===== config.mk =====
export PLATFORM = sky130hd
export DESIGN_NAME = scl_clock_divider
export DESIGN_NICKNAME = d
export VERILOG_FILES = /design/src/rtl/scl_div_pkg.sv /design/src/rtl/scl_cfg_hold.sv /design/src/rtl/scl_tick_gen.sv /design/src/rtl/scl_phase_seq.sv /design/src/rtl/scl_clock_divider.sv
export SDC_FILE = /design/constraint.sdc
export NUM_CORES = 1
export LEC_CHECK = 0
export CAP_MARGIN = 20
export CORE_MARGIN = 2
export CORE_UTILIZATION = 40
export CTS_BUF_LIST = sky130_fd_sc_hd__clkbuf_4 sky130_fd_sc_hd__clkbuf_8
export DETAILED_ROUTE_END_ITERATION = 8
export PLACE_DENSITY = 0.66
export SLEW_MARGIN = 30
export SYNTH_ARGS = -nofsm -noshare
export SYNTH_HDL_FRONTEND = slang
export SYNTH_SLANG_ARGS = --single-unit
export TNS_END_PERCENT = 20

===== constraint.sdc =====
create_clock -name clk_i -period 6.6 [get_ports clk_i]
set_input_delay 1.32 -clock clk_i [delete_from_list [all_inputs] [get_ports clk_i]]
set_output_delay 1.32 -clock clk_i [all_outputs]
set_load 0.02 [all_outputs]

===== src/rtl/scl_div_pkg.sv =====
package scl_div_pkg;

  typedef enum logic [1:0] {
    SQ_IDLE  = 2'd0,
    SQ_SETUP = 2'd1,
    SQ_LOW   = 2'd2,
    SQ_HIGH  = 2'd3
  } sq_state_e;

  // SCL period length in ticks: base + mul * step + comp
  function automatic int unsigned period_ticks(int unsigned base, int unsigned mul,
                                               int unsigned step, int unsigned comp);
    return base + mul * step + comp;
  endfunction

  // odd leftover tick goes to the low half
  function automatic int unsigned low_ticks(int unsigned per);
    return per - (per / 2);
  endfunction

  function automatic int unsigned high_ticks(int unsigned per);
    return per / 2;
  endfunction

  function automatic int unsigned setup_ticks(int unsigned code, int unsigned add);
    return code + add;
  endfunction

endpackage


===== src/rtl/scl_cfg_hold.sv =====
module scl_cfg_hold #(
  parameter int PRE_W  = 3,
  parameter int STEP_W = 6,
  parameter int COMP_W = 6
) (
  input  logic                    clk_i,
  input  logic                    rst_ni,
  input  logic                    load_i,
  input  logic [PRE_W+STEP_W-1:0] div_cfg_i,
  input  logic [COMP_W-1:0]       comp_cfg_i,
  output logic [PRE_W-1:0]        pre_q_o,
  output logic [STEP_W-1:0]       step_q_o,
  output logic [COMP_W-1:0]       comp_q_o
);

  always_ff @(posedge clk_i or negedge rst_ni) begin
    if (!rst_ni) begin
      pre_q_o  <= '0;
      step_q_o <= '0;
      comp_q_o <= '0;
    end else if (load_i) begin
      pre_q_o  <= div_cfg_i[PRE_W-1:0];
      step_q_o <= div_cfg_i[PRE_W +: STEP_W];
      comp_q_o <= comp_cfg_i;
    end
  end

endmodule


===== src/rtl/scl_tick_gen.sv =====
module scl_tick_gen #(
  parameter int PRE_W = 3
) (
  input  logic             clk_i,
  input  logic             rst_ni,
  input  logic [PRE_W-1:0] pre_i,
  output logic             tick_o
);

  logic [PRE_W-1:0] cnt_q;

  // >= keeps the counter bounded if the divisor is lowered while idle
  assign tick_o = (cnt_q >= pre_i);

  always_ff @(posedge clk_i or negedge rst_ni) begin
    if (!rst_ni) begin
      cnt_q <= '0;
    end else if (tick_o) begin
      cnt_q <= '0;
    end else begin
      cnt_q <= cnt_q + PRE_W'(1);
    end
  end

  AST_TICK_SPACING: assert property (@(posedge clk_i) disable iff (!rst_ni)
    ($past(tick_o) && (pre_i != '0) && $stable(pre_i)) |-> !tick_o);

endmodule


===== src/rtl/scl_phase_seq.sv =====
module scl_phase_seq
  import scl_div_pkg::*;
#(
  parameter int CNT_W = 10
) (
  input  logic             clk_i,
  input  logic             rst_ni,
  input  logic             tick_i,
  input  logic             enable_i,
  input  logic [CNT_W-1:0] low_len_i,
  input  logic [CNT_W-1:0] high_len_i,
  input  logic [CNT_W-1:0] setup_len_i,
  output sq_state_e        state_o,
  output logic             scl_o,
  output logic             setup_strobe_o,
  output logic             boundary_o,
  output logic             period_start_o,
  output logic             load_o
);

  sq_state_e        state_q, state_d;
  logic [CNT_W-1:0] cnt_q, cnt_d;
  logic [CNT_W-1:0] setup_q;
  logic [CNT_W-1:0] limit;
  logic             at_last;
  logic             scl_q;

  always_comb begin
    unique case (state_q)
      SQ_SETUP: limit = setup_q;
      SQ_LOW:   limit = low_len_i;
      SQ_HIGH:  limit = high_len_i;
      default:  limit = '0;
    endcase
  end

  assign at_last        = (cnt_q == (limit - CNT_W'(1)));
  assign setup_strobe_o = (state_q == SQ_SETUP) && tick_i && at_last;
  assign boundary_o     = (state_q == SQ_HIGH) && tick_i && at_last;
  assign period_start_o = setup_strobe_o || (boundary_o && enable_i);
  assign load_o         = (state_q == SQ_IDLE) || boundary_o;

  always_comb begin
    state_d = state_q;
    cnt_d   = cnt_q;
    unique case (state_q)
      SQ_IDLE: begin
        cnt_d = '0;
        if (enable_i) state_d = SQ_SETUP;
      end
      SQ_SETUP: if (tick_i) begin
        if (at_last) begin
          state_d = SQ_LOW;
          cnt_d   = '0;
        end else begin
          cnt_d = cnt_q + CNT_W'(1);
        end
      end
      SQ_LOW: if (tick_i) begin
        if (at_last) begin
          state_d = SQ_HIGH;
          cnt_d   = '0;
        end else begin
          cnt_d = cnt_q + CNT_W'(1);
        end
      end
      SQ_HIGH: if (tick_i) begin
        if (at_last) begin
          state_d = enable_i ? SQ_LOW : SQ_IDLE;
          cnt_d   = '0;
        end else begin
          cnt_d = cnt_q + CNT_W'(1);
        end
      end
      default: state_d = SQ_IDLE;
    endcase
  end

  always_ff @(posedge clk_i or negedge rst_ni) begin
    if (!rst_ni) begin
      state_q <= SQ_IDLE;
      cnt_q   <= '0;
      setup_q <= '0;
      scl_q   <= 1'b1;
    end else begin
      state_q <= state_d;
      cnt_q   <= cnt_d;
      scl_q   <= (state_d != SQ_LOW);
      if ((state_q == SQ_IDLE) && enable_i) setup_q <= setup_len_i;
    end
  end

  assign state_o = state_q;
  assign scl_o   = scl_q;

  AST_SCL_ON_TICK: assert property (@(posedge clk_i) disable iff (!rst_ni)
    (scl_o != $past(scl_o)) |-> $past(tick_i));

  AST_SETUP_THEN_LOW: assert property (@(posedge clk_i) disable iff (!rst_ni)
    setup_strobe_o |=> !scl_o);

  AST_LOW_COUNT_BOUND: assert property (@(posedge clk_i) disable iff (!rst_ni)
    (state_q == SQ_LOW) |-> (cnt_q < low_len_i));

  AST_LOW_NEVER_ABORTS: assert property (@(posedge clk_i) disable iff (!rst_ni)
    (state_q == SQ_LOW) |=> (state_q != SQ_IDLE));

endmodule


===== src/rtl/scl_clock_divider.sv =====
module scl_clock_divider
  import scl_div_pkg::*;
#(
  parameter int PRE_W     = 3,
  parameter int STEP_W    = 6,
  parameter int COMP_W    = 6,
  parameter int SETUP_W   = 4,
  parameter int BASE_CYC  = 20,
  parameter int STEP_MUL  = 8,
  parameter int SETUP_ADD = 2
) (
  input  logic                    clk_i,
  input  logic                    rst_ni,
  input  logic                    enable_i,
  input  logic [PRE_W+STEP_W-1:0] div_cfg_i,
  input  logic [COMP_W-1:0]       comp_cfg_i,
  input  logic [SETUP_W-1:0]      setup_cfg_i,
  output logic                    tick_o,
  output logic                    scl_o,
  output logic                    period_start_o,
  output logic                    setup_strobe_o
);

  localparam int PER_MAX   = BASE_CYC + ((1 << STEP_W) - 1) * STEP_MUL + ((1 << COMP_W) - 1);
  localparam int SETUP_MAX = ((1 << SETUP_W) - 1) + SETUP_ADD;
  localparam int PER_W     = $clog2(PER_MAX + 1);
  localparam int SLEN_W    = $clog2(SETUP_MAX + 1);
  localparam int CNT_W     = (PER_W > SLEN_W) ? PER_W : SLEN_W;

  logic [PRE_W-1:0]  pre_q;
  logic [STEP_W-1:0] step_q;
  logic [COMP_W-1:0] comp_q;
  logic              load;
  logic              boundary;
  sq_state_e         state;
  logic [CNT_W-1:0]  per_len, low_len, high_len, setup_len;

  scl_cfg_hold #(
    .PRE_W (PRE_W),
    .STEP_W(STEP_W),
    .COMP_W(COMP_W)
  ) u_cfg (
    .clk_i     (clk_i),
    .rst_ni    (rst_ni),
    .load_i    (load),
    .div_cfg_i (div_cfg_i),
    .comp_cfg_i(comp_cfg_i),
    .pre_q_o   (pre_q),
    .step_q_o  (step_q),
    .comp_q_o  (comp_q)
  );

  scl_tick_gen #(
    .PRE_W(PRE_W)
  ) u_tick (
    .clk_i (clk_i),
    .rst_ni(rst_ni),
    .pre_i (pre_q),
    .tick_o(tick_o)
  );

  assign per_len   = CNT_W'(period_ticks(BASE_CYC, STEP_MUL, 32'(step_q), 32'(comp_q)));
  assign low_len   = CNT_W'(low_ticks(32'(per_len)));
  assign high_len  = CNT_W'(high_ticks(32'(per_len)));
  assign setup_len = CNT_W'(setup_ticks(32'(setup_cfg_i), SETUP_ADD));

  scl_phase_seq #(
    .CNT_W(CNT_W)
  ) u_seq (
    .clk_i         (clk_i),
    .rst_ni        (rst_ni),
    .tick_i        (tick_o),
    .enable_i      (enable_i),
    .low_len_i     (low_len),
    .high_len_i    (high_len),
    .setup_len_i   (setup_len),
    .state_o       (state),
    .scl_o         (scl_o),
    .setup_strobe_o(setup_strobe_o),
    .boundary_o    (boundary),
    .period_start_o(period_start_o),
    .load_o        (load)
  );

  AST_CFG_FROZEN_IN_LOW: assert property (@(posedge clk_i) disable iff (!rst_ni)
    ((state == SQ_LOW) && ($past(state) == SQ_LOW))
      |-> ($stable(step_q) && $stable(comp_q) && $stable(pre_q)));

  AST_BOUNDARY_IN_HIGH: assert property (@(posedge clk_i) disable iff (!rst_ni)
    boundary |-> (scl_o && tick_o));

endmodule


==> metrics.txt, run 1 <==
Nets 366; Ys Warns 0; dpl hpwl 4370 microns; drt first pass iters 4; cell total after placement 407; fin util 48.5%; Tot GR Track Use 16.5%; overflow left after global routing 0; Starting Density 41.8%; Multi-input gate area 1860 sq um; Sinks on Clock Net 36; CTS root buffer clkbuf_8; final worst path period share 94.3%; initial DRC count 85; critical path arrival 4.90 ns; Area Growth Syn to Fin 16.0%; filler instances 642; Layout Cells excl Fill 416; top-area cell type share of the netlist area 30.5%; Wirelength per Cell 13.7 microns; drc violations 0; startpoint types flop; Hold-fix buffers, CTS 0; status completed; vias in the first global route 2206; Setup-failing EPs final 0; crit path kind reg -> out; n_diodes 0; final WL 5690 microns; layout cells sized above 1 16.6%; CTS Buf Count 5; Max Buffers Root-to-Sink 2; Horiz. Die Dim 88.7 microns; Mapped Cells 290; Max Freq 0.161 GHz; chip height 88.7 microns; pin count of the biggest net entering global routing 37; Tmin final 6.22 ns; R2R cell count 21; area of the mapped netlist 2870 sq um; RSZ-0062 raised after global routing false; CTS tree done; Hold Path End u_tick.cnt_q[0]$_DFF_PN0_; initial antenna violation count 0; worst reg2reg startpoint u_cfg.step_q_o[1]$_DFFE_PN0P_; slew margin rel. 46.2%; htree depth 2; CP max FO 6; R2R Path End u_cfg.step_q_o[5]$_DFFE_PN0P_; Yosys cell types 61; Worst setup EP type output pin; number of synthesized flops with an enable pin 0; core area 6870 sq um; HP Class reg -> reg; Worst Hold Launch u_tick.cnt_q[0]$_DFF_PN0_; die area 7870 sq um; Clock Latency Late Sink 0.29 ns; syn_area_per_cell 9.90 sq um; FFs w/ async S/R, synth 100%; clock-pin slew on the worst setup and hold paths 0.07 ns; Placer Congestion 0.833; Commonest cells post-synth dfrtp_1 (35), nor2_1 (26), ha_1 (23); TNS Setup 0 ns; Rows 30; Mapped Nets 337; register area 902 sq um; final slew viol count 0; reg-to-reg slack, setup 1.21 ns; count leader, synth dfrtp_1; vias per cell 5.22; Synth Register Bits 36; worst-margin pin slew 0.807 ns; IO Port Bufs 25; Worst EP required 5.28 ns; Max Cap Violations 0; Hold Path Depth 1; I/O pins 26; synth top area cells dfrtp_1 (31%), ha_1 (10%), mux2_4 (5.2%); Setup Skew 0.00646 ns; ANT nets after route 0; routed via count 2172; Hold Vio Cnt, Final 0; post-synthesis sequential area ratio 31.4%; largest area contributor in the netlist dfrtp_1; most used flip-flop cell after synthesis dfrtp_1; first-pass GRT wire length 10200 microns; Hold Slack 0.473 ns
how the worst max path moves through the flow:
stage	from	end	slack, ns	cells past startpoint
floorplan	u_cfg.step_q_o[1]$_DFFE_PN0P_	setup_strobe_o	0.89	20
global placement	u_cfg.step_q_o[0]$_DFFE_PN0P_	setup_strobe_o	0.27	18
detailed placement	u_cfg.comp_q_o[3]$_DFFE_PN0P_	setup_strobe_o	0.16	18
CTS	u_cfg.step_q_o[1]$_DFFE_PN0P_	period_start_o	-0.03	20
global route	u_cfg.step_q_o[1]$_DFFE_PN0P_	setup_strobe_o	0.08	21
finish	u_cfg.step_q_o[1]$_DFFE_PN0P_	setup_strobe_o	0.38	20
per-stage QoR:
stage / area (sq um) / setup slack (ns)
2_1_floorplan: 2870 / 0.892
3_3_place_gp: 3200 / 0.269
3_5_place_dp: 3200 / 0.162
4_1_cts: 3310 / -0.0296
5_1_grt: 3330 / 0.0848
6_report: 3330 / 0.378
flip-flops by register name, summed over array words and instances, names as in the netlist:
| signal | cells |
|---|---|
| u_seq.setup_q | 5 |
| u_cfg.pre_q_o | 3 |
| u_tick.cnt_q | 3 |
| u_seq.state_o | 2 |
| u_seq.scl_o | 1 |
| u_seq.cnt_q | 10 |
| u_cfg.comp_q_o | 6 |
| u_cfg.step_q_o | 6 |
routing by layer:
layer  vias up  wire length, microns  GRT usage (%)
met5         -                     0              0
met4         0                    61           3.72
met3         6                   183           2.99
met2        31                  2740           27.7
met1      1042                  2710           22.3
li1       1093                     -              -
placed cells by master, fill, tap and decap left out, drive strengths merged, types with 2 or more instances in the layout:
cell,netlist,final
a22o,2,2
xnor2,17,17
nand2b,10,10
a31oi,3,3
xor2,13,13
xnor3,2,2
a21oi,10,10
clkdlybuf4s50,0,22
mux2,18,18
and2,3,3
nand4b,2,2
o21a,2,2
mux2i,4,4
or4,2,2
nor2,26,26
nand2,17,17
a211o,2,2
and3,3,3
nor3,2,2
nand4,3,3
buf,2,4
inv,21,21
a22oi,2,2
nand3,11,11
ha,23,23
clkinv,1,2
clkbuf,4,8
o221ai,5,5
o31ai,2,2
a21o,7,7
fa,2,2
nor2b,2,2
or2,5,5
dfrtp,35,35
o21ai,8,8
critical path, cell delays in order (launching register included):
cell,delay (ns)
dfrtp_1,0.35
inv_1,0.05
ha_1,0.32
inv_1,0.05
ha_1,0.29
a211o_1,0.33
nand2_1,0.11
and2_4,0.22
clkinv_8,0.06
ha_1,0.33
nand4b_1,0.11
o221ai_1,0.27
nand2_1,0.12
or4_4,0.44
and4_4,0.20
a211o_1,0.27
a211oi_2,0.32
nand3_2,0.17
or2_2,0.34
nor2_1,0.10
clkbuf_2,0.18
repair_timing:
action	4_1_cts	5_1_grt
pin swaps	0	2
setup endpoints to repair	2	2
setup buffers	0	1
gates resized for setup	4	6
cloned	0	0
layout make-up:
type / instances / area share, %
multi-input cells: 226 / 55.8
flip-flops and latches: 36 / 27.1
repair buffers: 28 / 7.96
well taps: 96 / 3.61
inverters: 22 / 2.86
clock buffers: 7 / 2.52
clock inverters: 1 / 0.150
kinds of logic (layout without fill, tap and decap cells):
logic type      count (synthesis)  after routing  share of synthesized area (%)
buf+inv                        28             58                           4.93
compound gates                 57             57                           15.1
simple gates                   89             89                           16.3
fa+ha+maj                      26             26                           11.8
xor+xnor                       32             32                           10.7
mux                            22             22                           9.76
flops                          36             36                           31.4
Power of run 1 is left out: the tool's default activity adds up to more than one toggle a clock period on the data nets, which glitch-free logic cannot reach.
==> run 2: changes to the inputs <==
- DONT_BUFFER_PORTS: unset -> 1
- PLACE_DENSITY: 0.66 -> 0.61
==> run 2 against run 1 <==
First-iteration DRC count is 18% lower. Via count is 5.1% lower. Routed wire length is 2.1% lower. Maximum frequency is 1.7% lower. Count of clock-buffer cells in the layout is 2 lower. Sequential share of layout area is 2.3 points higher. Final area is 8.0% lower. Utilization is 3.9 points lower. Non-clock buffer count is 27 lower. Hold slack worse by 0.014 ns. Critical path type unchanged.
==> metrics.txt, run 2 (synthesis results as in run 1) <==
drt first pass iters 4 (unchanged); final slew viol count 0 (unchanged); ANT nets after route 0 (unchanged); drc violations 0 (unchanged); I/O pins 26 (unchanged); final worst path period share 95.9% (was 94.3%); initial DRC count 70 (was 85); Area Growth Syn to Fin 6.80% (was 16.0%); routed via count 2062 (was 2172); routed wl met2 2600 microns (was 2740 microns); Placer Congestion 0.805 (was 0.833); Starting Density 41.8% (unchanged); Nets 339 (was 366); filler instances 675 (was 642); Rows 30 (unchanged); worst-margin pin slew 0.595 ns (was 0.807 ns); Clock Latency Late Sink 0.29 ns (about the same); Setup Skew 0.00389 ns (was 0.00646 ns); core area 6870 sq um (unchanged); commonest cells after routing, fill and taps aside dfrtp_1 (35), nor2_1 (25), ha_1 (23), inv_1 (21) (was dfrtp_1 (35), nor2_1 (25), ha_1 (23), clkdlybuf4s50_1 (22), inv_1 (21)); Tmin final 6.33 ns (was 6.22 ns); Tot GR Track Use 16.2% (was 16.5%); crit path kind reg -> out (unchanged); CP bufs+invs 2 (was 4); Setup-failing EPs final 0 (unchanged); vias per cell 5.30 (was 5.22); status completed (unchanged); most common cell after layout, fill and taps aside dfrtp_1 (unchanged); crit-path max cell delay 0.44 ns (about the same); final WL 5580 microns (was 5690 microns); Hold Vio Cnt, Final 0 (unchanged); startpoint types flop (unchanged); met1 WL 2630 microns (was 2710 microns); critical path arrival 5.01 ns (was 4.90 ns); initial antenna violation count 0 (unchanged); vias in the first global route 2083 (was 2206); critical path's slowest cell or4_4 (unchanged); Post-CTS Setup Bufs 0 (unchanged); layout cells sized above 1 15.0% (was 16.6%); n_diodes 0 (unchanged); dpl hpwl 4280 microns (was 4370 microns); first-pass GRT wire length 9840 microns (was 10200 microns); IO Port Bufs 0 (was 25); Horiz. Die Dim 88.7 microns (unchanged); Wirelength per Cell 14.3 microns (was 13.7 microns); Reg with most FFs u_seq.cnt_q (unchanged); critical-path cell list ha_1 -> ha_1 -> inv_1 -> fa_1 -> xor2_1 -> inv_1 -> ha_1 -> nand4b_1 -> o221ai_1 -> nand2_1 -> or4_4 -> and4_4 -> a211o_1 -> a211oi_2 -> nand3_2 -> or2_2 -> nor2_2 (was inv_1 -> ha_1 -> inv_1 -> ha_1 -> a211o_1 -> nand2_1 -> and2_4 -> clkinv_8 -> ha_1 -> nand4b_1 -> o221ai_1 -> nand2_1 -> or4_4 -> and4_4 -> a211o_1 -> a211oi_2 -> nand3_2 -> or2_2 -> nor2_1 -> clkbuf_2); Worst Hold Launch u_tick.cnt_q[0]$_DFF_PN0_ (unchanged); HP Class reg -> reg (unchanged); CTS Buf Count 5 (unchanged); die area 7870 sq um (unchanged); Max Buffers Root-to-Sink 2 (unchanged); Top Layer Used met4 (unchanged); htree depth 2 (unchanged); overflow left after global routing 0 (unchanged); TNS Setup 0 ns (unchanged); CP max FO 5 (was 6); quantity of gates resized following cts 0 (was 4); slew margin rel. 60.3% (was 46.2%); Worst EP required 5.28 ns (about the same); chip height 88.7 microns (unchanged); crit path from u_cfg.step_q_o[0]$_DFFE_PN0P_ (was u_cfg.step_q_o[1]$_DFFE_PN0P_); RSZ-0062 raised after global routing false (unchanged); reg-to-reg slack, setup 1.22 ns (was 1.21 ns); most used cell along the critical path ha_1 (unchanged); clock-pin slew on the worst setup and hold paths 0.08 ns (was 0.07 ns); Max Freq 0.158 GHz (was 0.161 GHz); CTS tree done (unchanged); Hold-fix buffers, CTS 0 (unchanged); worst reg2reg startpoint u_cfg.step_q_o[0]$_DFFE_PN0P_ (was u_cfg.step_q_o[1]$_DFFE_PN0P_); number of flip-flops in the largest register 10 (unchanged); delay-heaviest family, CP simple AND/OR/NAND/NOR gates (unchanged); CTS root buffer clkbuf_8 (unchanged); Largest regs u_seq.cnt_q x10, u_cfg.comp_q_o x6, u_cfg.step_q_o x6 (unchanged); Max Cap Violations 0 (unchanged); Worst setup EP type output pin (unchanged); pin count of the biggest net entering global routing 37 (unchanged); Sinks on Clock Net 36 (unchanged); met3 routed WL 254 microns (was 183 microns)
[run 2: metal layers]
| metal | global-route usage, % | up-vias |
|---|---|---|
| li1 | - | 1035 |
| met2 | 26.2 | 39 |
| met5 | 0 | - |
| met1 | 21.4 | 980 |
| met3 | 2.99 | 8 |
| met4 | 6.34 | 0 |
[run 2: worst reg2reg max path, stage by stage (launching register included)]
cell and delay [ns]:
dfrtp_1 0.39, ha_1 0.34, ha_1 0.20, inv_1 0.06
fa_1 0.40, xor2_1 0.32, inv_1 0.12, ha_1 0.35
nand4b_1 0.12, o221ai_1 0.30, nand2_1 0.11, or4_4 0.44
and4_4 0.20, a211o_1 0.27, a211oi_2 0.30, nand3_2 0.19
o31ai_4 0.47, buf_4 0.32, mux2_2 0.36
[run 2: final timing paths]
path                                                  to  depth (start not counted)
max                                       setup_strobe_o                         17
min                            u_tick.cnt_q[0]$_DFF_PN0_                          1
max reg2reg                u_cfg.step_q_o[0]$_DFFE_PN0P_                         18
min reg2reg                    u_tick.cnt_q[0]$_DFF_PN0_                          1
max in group asynchronous          u_seq.scl_o$_DFF_PN1_                          0
min in group asynchronous   u_seq.setup_q[2]$_DFFE_PN0P_                          0
[run 2: area by class of cell]
type | count | area [sq um] | share of cell area, %
sequential | 36 | 902 | 29.4
inverter | 22 | 95.1 | 3.10
clock inverter | 3 | 42.5 | 1.39
timing repair buffer | 1 | 7.51 | 0.245
tap | 96 | 120 | 3.92
multi-input combinational | 226 | 1830 | 59.7
clock buffer | 5 | 68.8 | 2.24
[run 2: per-stage QoR]
step                cells  cell area (sq um)  hold WS, ns  util (%)  worst slack (ns)
global route          389               3070        0.494      44.6           0.00441
floorplan             290               2870        0.432         -             0.892
finish                389               3070        0.459      44.6             0.272
global placement      381               2950        0.451      43.0             0.562
detailed placement    381               2950        0.453      43.0             0.517
CTS                   389               3060        0.465      44.6             0.179
Power of run 2 is left out for the same reason.
==> run 3: changes to the inputs <==
- CAP_MARGIN: 20 -> unset
==> results of run 3 <==
No change in the layout: final DEF, timing and power equal those of run 2.
Power of run 3 is left out for the same reason.
